===== src/rtl/dsadc_pkg.sv =====
package dsadc_pkg;
  typedef enum logic [1:0] {
    PH_IDLE  = 2'd0,
    PH_ARM   = 2'd1,
    PH_INTEG = 2'd2,
    PH_DEINT = 2'd3
  } phase_t;
endpackage


===== src/rtl/dsadc_sync.sv =====
module dsadc_sync #(
  parameter int STAGES = 2
) (
  input  logic clk,
  input  logic rst_n,
  input  logic d_async,
  output logic q_sync
);
  logic [STAGES-1:0] chain;

  always_ff @(posedge clk or negedge rst_n) begin
    if (!rst_n) chain <= '0;
    else        chain <= {chain[STAGES-2:0], d_async};
  end

  assign q_sync = chain[STAGES-1];
endmodule


===== src/rtl/dsadc_bcd_counter.sv =====
module dsadc_bcd_counter #(
  parameter int DIGITS = 4,
  localparam int W = 4 * DIGITS
) (
  input  logic         clk,
  input  logic         rst_n,
  input  logic         clr,
  input  logic         en,
  output logic [W-1:0] count,
  output logic         at_max
);
  logic [DIGITS:0]   carry;
  logic [DIGITS-1:0] nine;

  assign carry[0] = en;

  for (genvar d = 0; d < DIGITS; d++) begin : g_digit
    logic [3:0] dig;
    assign nine[d]      = (dig == 4'd9);
    assign carry[d+1]   = carry[d] & nine[d];
    assign count[4*d+:4] = dig;

    always_ff @(posedge clk or negedge rst_n) begin
      if (!rst_n)        dig <= 4'd0;
      else if (clr)      dig <= 4'd0;
      else if (carry[d]) dig <= nine[d] ? 4'd0 : dig + 4'd1;
    end
  end

  assign at_max = &nine;
endmodule


===== src/rtl/dsadc_ctrl.sv =====
module dsadc_ctrl
  import dsadc_pkg::*;
#(
  parameter int W = 16
) (
  input  logic         clk,
  input  logic         rst_n,
  input  logic         start,
  input  logic         cmp_s,
  input  logic         cnt_max,
  input  logic [W-1:0] cnt_val,
  output logic         cnt_clr,
  output logic         cnt_en,
  output logic         sel_input,
  output logic         sel_ref,
  output logic         busy,
  output logic [W-1:0] result,
  output logic         valid,
  output logic         overrange
);
  phase_t phase, phase_nx;
  logic   finish, finish_ovr;

  always_comb begin
    phase_nx   = phase;
    cnt_clr    = 1'b0;
    cnt_en     = 1'b0;
    finish     = 1'b0;
    finish_ovr = 1'b0;
    unique case (phase)
      PH_IDLE: if (start) begin
        cnt_clr  = 1'b1;
        phase_nx = PH_ARM;
      end
      PH_ARM: if (cmp_s) phase_nx = PH_INTEG;
      PH_INTEG: begin
        cnt_en = 1'b1;
        if (cnt_max) phase_nx = PH_DEINT;
      end
      PH_DEINT: begin
        if (!cmp_s) begin
          finish   = 1'b1;
          phase_nx = PH_IDLE;
        end else if (cnt_max) begin
          finish     = 1'b1;
          finish_ovr = 1'b1;
          phase_nx   = PH_IDLE;
        end else begin
          cnt_en = 1'b1;
        end
      end
      default: phase_nx = PH_IDLE;
    endcase
  end

  always_ff @(posedge clk or negedge rst_n) begin
    if (!rst_n) begin
      phase     <= PH_IDLE;
      result    <= '0;
      valid     <= 1'b0;
      overrange <= 1'b0;
    end else begin
      phase <= phase_nx;
      valid <= finish;
      if (finish) begin
        result    <= cnt_val;
        overrange <= finish_ovr;
      end
    end
  end

  assign sel_input = (phase == PH_ARM) || (phase == PH_INTEG);
  assign sel_ref   = (phase == PH_DEINT);
  assign busy      = (phase != PH_IDLE);
endmodule


===== src/rtl/dsadc_seq.sv =====
module dsadc_seq #(
  parameter int DIGITS      = 4,
  parameter int SYNC_STAGES = 2,
  localparam int W = 4 * DIGITS
) (
  input  logic         clk,
  input  logic         rst_n,
  input  logic         conv_start,
  input  logic         zero_cmp,
  output logic         sel_input,
  output logic         sel_ref,
  output logic [W-1:0] bcd_result,
  output logic         result_valid,
  output logic         over_range,
  output logic         busy
);
  logic         cmp_s;
  logic         cnt_clr, cnt_en, cnt_max;
  logic [W-1:0] cnt_val;

  dsadc_sync #(.STAGES(SYNC_STAGES)) u_sync (
    .clk(clk), .rst_n(rst_n), .d_async(zero_cmp), .q_sync(cmp_s)
  );

  dsadc_bcd_counter #(.DIGITS(DIGITS)) u_cnt (
    .clk(clk), .rst_n(rst_n), .clr(cnt_clr), .en(cnt_en),
    .count(cnt_val), .at_max(cnt_max)
  );

  dsadc_ctrl #(.W(W)) u_ctrl (
    .clk(clk), .rst_n(rst_n), .start(conv_start), .cmp_s(cmp_s),
    .cnt_max(cnt_max), .cnt_val(cnt_val),
    .cnt_clr(cnt_clr), .cnt_en(cnt_en),
    .sel_input(sel_input), .sel_ref(sel_ref), .busy(busy),
    .result(bcd_result), .valid(result_valid), .overrange(over_range)
  );
endmodule


===== config.mk =====
export PLATFORM = sky130hd
export DESIGN_NAME = dsadc_seq
export DESIGN_NICKNAME = d
export VERILOG_FILES = /design/src/rtl/dsadc_pkg.sv /design/src/rtl/dsadc_sync.sv /design/src/rtl/dsadc_bcd_counter.sv /design/src/rtl/dsadc_ctrl.sv /design/src/rtl/dsadc_seq.sv
export SDC_FILE = /design/constraint.sdc
export NUM_CORES = 1
export LEC_CHECK = 0
export BUFFER_PORTS_ARGS = -buffer_cell sky130_fd_sc_hd__buf_2
export CAP_MARGIN = 20
export CORE_MARGIN = 3
export CORE_UTILIZATION = 50
export CTS_CLUSTER_SIZE = 20
export DETAILED_ROUTE_END_ITERATION = 8
export GPL_ROUTABILITY_DRIVEN = 0
export PLACE_DENSITY = 0.67
export SLEW_MARGIN = 20
export SYNTH_ARGS = -nofsm -noshare
export SYNTH_HDL_FRONTEND = slang
export SYNTH_SLANG_ARGS = --single-unit
export TNS_END_PERCENT = 50

===== constraint.sdc =====
create_clock -name clk -period 3 [get_ports clk]
set_input_delay 0.45 -clock clk [delete_from_list [all_inputs] [get_ports clk]]
set_output_delay 0.45 -clock clk [all_outputs]
set_load 0.03 [all_outputs]

Word level (Yosys, flattened, before mapping)
Index checks and enable logic that the tools add are counted.
- bits in registers: 38
- output and inout bits: 21
- add/sub/neg operators: 4
- equal/unequal tests: 11
- multiplexer cells: 28
- bitwise logic cells: 3
- reductions and logical operators: 9
- operators with widths (operator ; number):
    two-way mux 4 bit ; 12
    adder 4 x 1 -> 4 bit, second input constant ; 4
    == test 4 bit, second input constant ; 4
    two-way mux 2 bit ; 5
    nonzero test 2 bit ; 5
    two-way mux 1 bit ; 9
    case mux 2 bit (4 select lines) ; 1
    AND reduction 4 bit ; 2
    inequality test 2 bit, second input constant ; 3
    == test 2 bit, second input constant ; 2
    bitwise AND 1 bit ; 3
    inequality test 3 bit, second input constant ; 1
    == test 2 x 1 -> 1 bit, second input constant ; 1
    zero test 2 bit ; 1
    case mux 1 bit (2 select lines) ; 1
    logical OR 1 bit ; 1

Depth between registers and ports, before layout
- depth in word-level cells: 10
- mapped depth: 7
- depth with buffers taken out: 6

Hierarchy
Synthesis repeated with hierarchy kept, for this count alone.
- cells, all modules: 163
- area total of the unflattened synthesis: 1928.1 µm²
- by module, submodules not included (module ; instances ; cells each ; area an instance (µm²) ; seq. area each (µm²)):
    dsadc_bcd_counter ; 1 ; 103 ; 972.2 ; 400.4
    dsadc_ctrl ; 1 ; 58 ; 905.9 ; 500.5
    dsadc_sync ; 1 ; 2 ; 50.0 ; 50.0

Least setup slack after synthesis
No wires, ideal clock.
- path kind: reg-to-reg
- start: reg u_ctrl.phase[0]
- end: reg u_cnt.g_digit[2].dig[3]
- arrival time: 1.998 ns
- setup slack: 0.903 ns
- stages on the path, launching flop included: 6
- cells stage by stage: dfrtp_1 > ha_1 > a21oi_1 > a2111oi_4 > a41oi_1 > a311oi_1
- cells in the longest elaborated chain, start to end: 5
- ends and longest elaborated chain (element ; RTL line ; source):
    start: declaration ; dsadc_ctrl.sv:21 ; phase_t phase, phase_nx;
    start signal: assignment ; dsadc_ctrl.sv:63 ; phase <= phase_nx;
    == test 2 bit ; -- ;
    named net sel_ref ; dsadc_seq.sv:11 ; output logic sel_ref,
    case mux 1 bit (2 select lines) ; dsadc_ctrl.sv:30 ; unique case (phase)
    bitwise AND 1 bit (2 in series) ; dsadc_bcd_counter.sv:20 ; assign carry[d+1] = carry[d] & nine[d];
    nonzero test 2 bit (no line) ; -- ;
    end signal: assignment ; dsadc_bcd_counter.sv:26 ; else if (carry[d]) dig <= nine[d] ? 4'd0 : dig + 4'd1;
    end: declaration ; dsadc_bcd_counter.sv:18 ; logic [3:0] dig;
The timed path passes the listed nets, and every way through them passes these cells.
A chain may end at the register's enable or synchronous reset.

Worst setup path after layout
- start: reg u_ctrl.phase[0]
- end: reg u_ctrl.phase[0]
- cells in the longest elaborated chain, start to end: 3
- ends and longest elaborated chain (element ; RTL line):
    == test 2 bit, or another cell as far along ; dsadc_ctrl.sv:30
    inequality test 3 bit (no line) or inequality test 2 bit (tied branches) ; --
    AND reduction 4 bit (no line) ; --
Parallel ways exist; a longest one is shown, timed or not.

==> results.toml <==
[sta]
finalHoldViolCount = 0
post-route-min-period_ns = 2.35
tns_ns = 0
fin_crit_sh_pct = 78.5
drv_slew = 0
worst_pin_slew_ns = 0.859
relSlewSlack_pct = 42.7
skew_ns = 0.00346
max_freq_ghz = 0.425
setup_viol = 0
rsz0062_at_grt = "false"

[yosys]
ys.warnings.count = 0
synth.area.top_cells = "dfrtp_1, ha_1, mux2_2, mux2_1, nor2_1"
synthCells = 166
postSynthAreaPerCell_um2 = 11.7
syn_nets = 183
yosysTopAreaCellShare_pct = 48.9
synth_ff_type = "dfrtp_1"
synthesis.area_um2 = 1950
synth_cell_types = 44
synthArstFlopShare_pct = 100
ys_seq_area_share_pct = 48.9
synth_edf_count = 0
yosys_register_bits = 38
yosysTopAreaCell = "dfrtp_1"

[floorplan]
die_h_um = 68.4
die_area_um2 = 4680
io_pins = 25
core_um2 = 3720
fp.dieW_um = 68.4
row_count = 22
initial_core_util_pct = 52.4

[critical_path]
endpoint_kind = "flip-flop"
worst_setup_path_start_kind = "flip-flop"
path_class = "reg -> reg"
crit_path_max_fanout = 5
required_ns = 3.17
worstPathArrival_ns = 2.53

[cells_and_area]
drive_gt1_share_pct = 27.0
layout.nets = 212
area_delta_synth_final_pct = 13.9
antenna_cells = 0
final_util_pct = 59.6

[hold_path]
holdCritPathClass = "in -> async"

[global_routing]
grt_max_degree = 39
grt_pass1_wl_mm = 6.47
grt_overflow = 0
grt_usage_pct = 19.0
grt_pass1_vias = 1352
antenna_found_initial = 0

[routing]
vias = 1388
wirelength_mm = 3.84
drc_errors = 0
wire_per_inst_um = 15.7
via_per_inst = 5.69
drtAntennaViolNets = 0
dr.pass1.iters = 4
drt_iter0_drc = 74

[place]
dp.final_hpwl_mm = 2.79
portBuffers = 24

[clock_tree]
cts_resized = 0
cts_tree = "yes"
clk_path_buf_depth = 2
htreeDepth = 2
post_cts_buffers = 0
clock_latency_ns = 0.29
clock_sinks = 38
cts.hold.buffers_added = 0
clk_pin_slew_worst_paths_ns = 0.07
cts_buffers = 5
cts_root_buf = "clkbuf_8"

[power]
seq_power_share_pct = 38.9
p_leak_uw = 0.00111
p_int_uw = 1070
power_frac_comb_pct = 36.4
ir_worst_vdd_v = 0.000442
p_per_area_nw_per_um2 = 769
clkPwrFrac_pct = 24.7
power.switching_uw = 634
p_sw_share_pct = 37.2

[flow_run]
max_cap_violations = 0

[run_status]
status = "finished, final reports clean"
## cells in the mapped netlist (2+ instances only)
cell type  count
inv_1          9
a21oi_1        8
nand3_1        3
buf_6          2
nor2_1        11
nand3b_1       2
nor3_1         4
dfrtp_1       38
and3b_1        3
mux2i_1        3
mux2_1         4
or4_1          2
nand2_1       10
nand3b_2       2
a41oi_1        3
nand4_1        2
ha_1          13
a311oi_1       2
mux2_2        13
o21ai_0        6
a31oi_1        2
or3_1          2
## cell usage in the layout (no fill, tap or decap), types with 2 or more instances in the layout
| cell | instances |
|---|---|
| nand3b_2 | 2 |
| or3_1 | 2 |
| clkbuf_1 | 2 |
| mux2_2 | 13 |
| inv_1 | 9 |
| nor3_1 | 4 |
| buf_4 | 2 |
| mux2i_1 | 3 |
| or4_1 | 2 |
| a21oi_1 | 8 |
| ha_1 | 13 |
| buf_2 | 24 |
| dfrtp_1 | 38 |
| clkbuf_8 | 5 |
| a41oi_1 | 3 |
| nand3_1 | 3 |
| a31oi_1 | 2 |
| nand2_1 | 10 |
| mux2_1 | 4 |
| o21ai_0 | 6 |
| nand4_1 | 2 |
| a311oi_1 | 2 |
| and3b_1 | 3 |
| nand3b_1 | 2 |
| nor2_1 | 11 |
## power by group through the flow
stage	clock network (µW)	logic, µW	registers, µW
floorplan	0	396	737
global placement	0	609	665
detailed placement	0	621	672
CTS	428	625	663
global route	453	674	673
finish	421	620	662
## metrics by stage
stage,setup WS [ns],power [µW],instances,cell area (µm²),hold slack (ns)
CTS,0.645,1720,244,2220,0.260
detailed placement,0.655,1290,236,2110,0.341
floorplan,0.903,1130,166,1950,0.154
global placement,0.749,1270,236,2110,0.336
finish,0.646,1700,244,2220,0.254
global route,0.492,1800,244,2220,0.251
## path summary, 6_finish.rpt
| kind | startpoint | endpoint | slack [ns] | cells past startpoint |
|---|---|---|---|---|
| min reg2reg | u_sync.chain[0]$_DFF_PN0_ | u_sync.chain[1]$_DFF_PN0_ | 0.35 | 0 |
| max | u_ctrl.phase[0]$_DFFE_PN0P_ | u_ctrl.phase[0]$_DFFE_PN0P_ | 0.65 | 6 |
| max in group asynchronous | rst_n | u_cnt.g_digit[0].dig[2]$_DFFE_PN0P_ | 2.22 | 1 |
| min in group clk | zero_cmp | u_sync.chain[0]$_DFF_PN0_ | 0.26 | 1 |
| min | rst_n | u_ctrl.result[5]$_DFFE_PN0P_ | 0.25 | 1 |
| max reg2reg | u_ctrl.phase[0]$_DFFE_PN0P_ | u_ctrl.phase[0]$_DFFE_PN0P_ | 0.65 | 6 |
## per-layer routing
layer | track usage, % | wire [µm] | vias up
met5 | 0 | 0 | -
met4 | 7.69 | 59 | 0
met3 | 5.42 | 180 | 7
met2 | 29.6 | 1770 | 30
met1 | 24.8 | 1830 | 679
li1 | - | - | 672
## cell type report
type / instances / area [µm²]
fillers: 298 / 1500
inverters: 9 / 33.8
clock inverters: 1 / 30.0
flip-flops and latches: 38 / 951
multi-input cells: 115 / 930
well taps: 48 / 60.1
clock buffers: 7 / 76.3
repair buffers: 26 / 135
## logic make-up (layout without fill, tap and decap cells)
family,after synthesis,after routing,synth area share (%)
AND/OR/NAND/NOR,48,48,14.5
flip-flops,38,38,48.9
AO/OA/AOI/OAI,33,33,13.1
multiplexers,20,20,11.4
adder cells (fa/ha/maj),13,13,8.36
buffers and inverters,13,43,3.34
XOR/XNOR,1,1,0.450
## registers in the layout (all words and copies together) (netlist names)
name and flops:
u_cnt.g_digit.dig 16, u_ctrl.result 16, u_ctrl.phase 2, u_sync.chain 2, u_ctrl.overrange 1, u_ctrl.valid 1
## critical path, cell delays in order, from the launching register on
cell and delay, ns:
dfrtp_1 0.41, inv_1 0.10, ha_1 0.24, nor4bb_1 0.60, buf_4 0.26, a41oi_1 0.23, o32a_1 0.39
No activity file was read; power rests on OpenSTA's default activity.
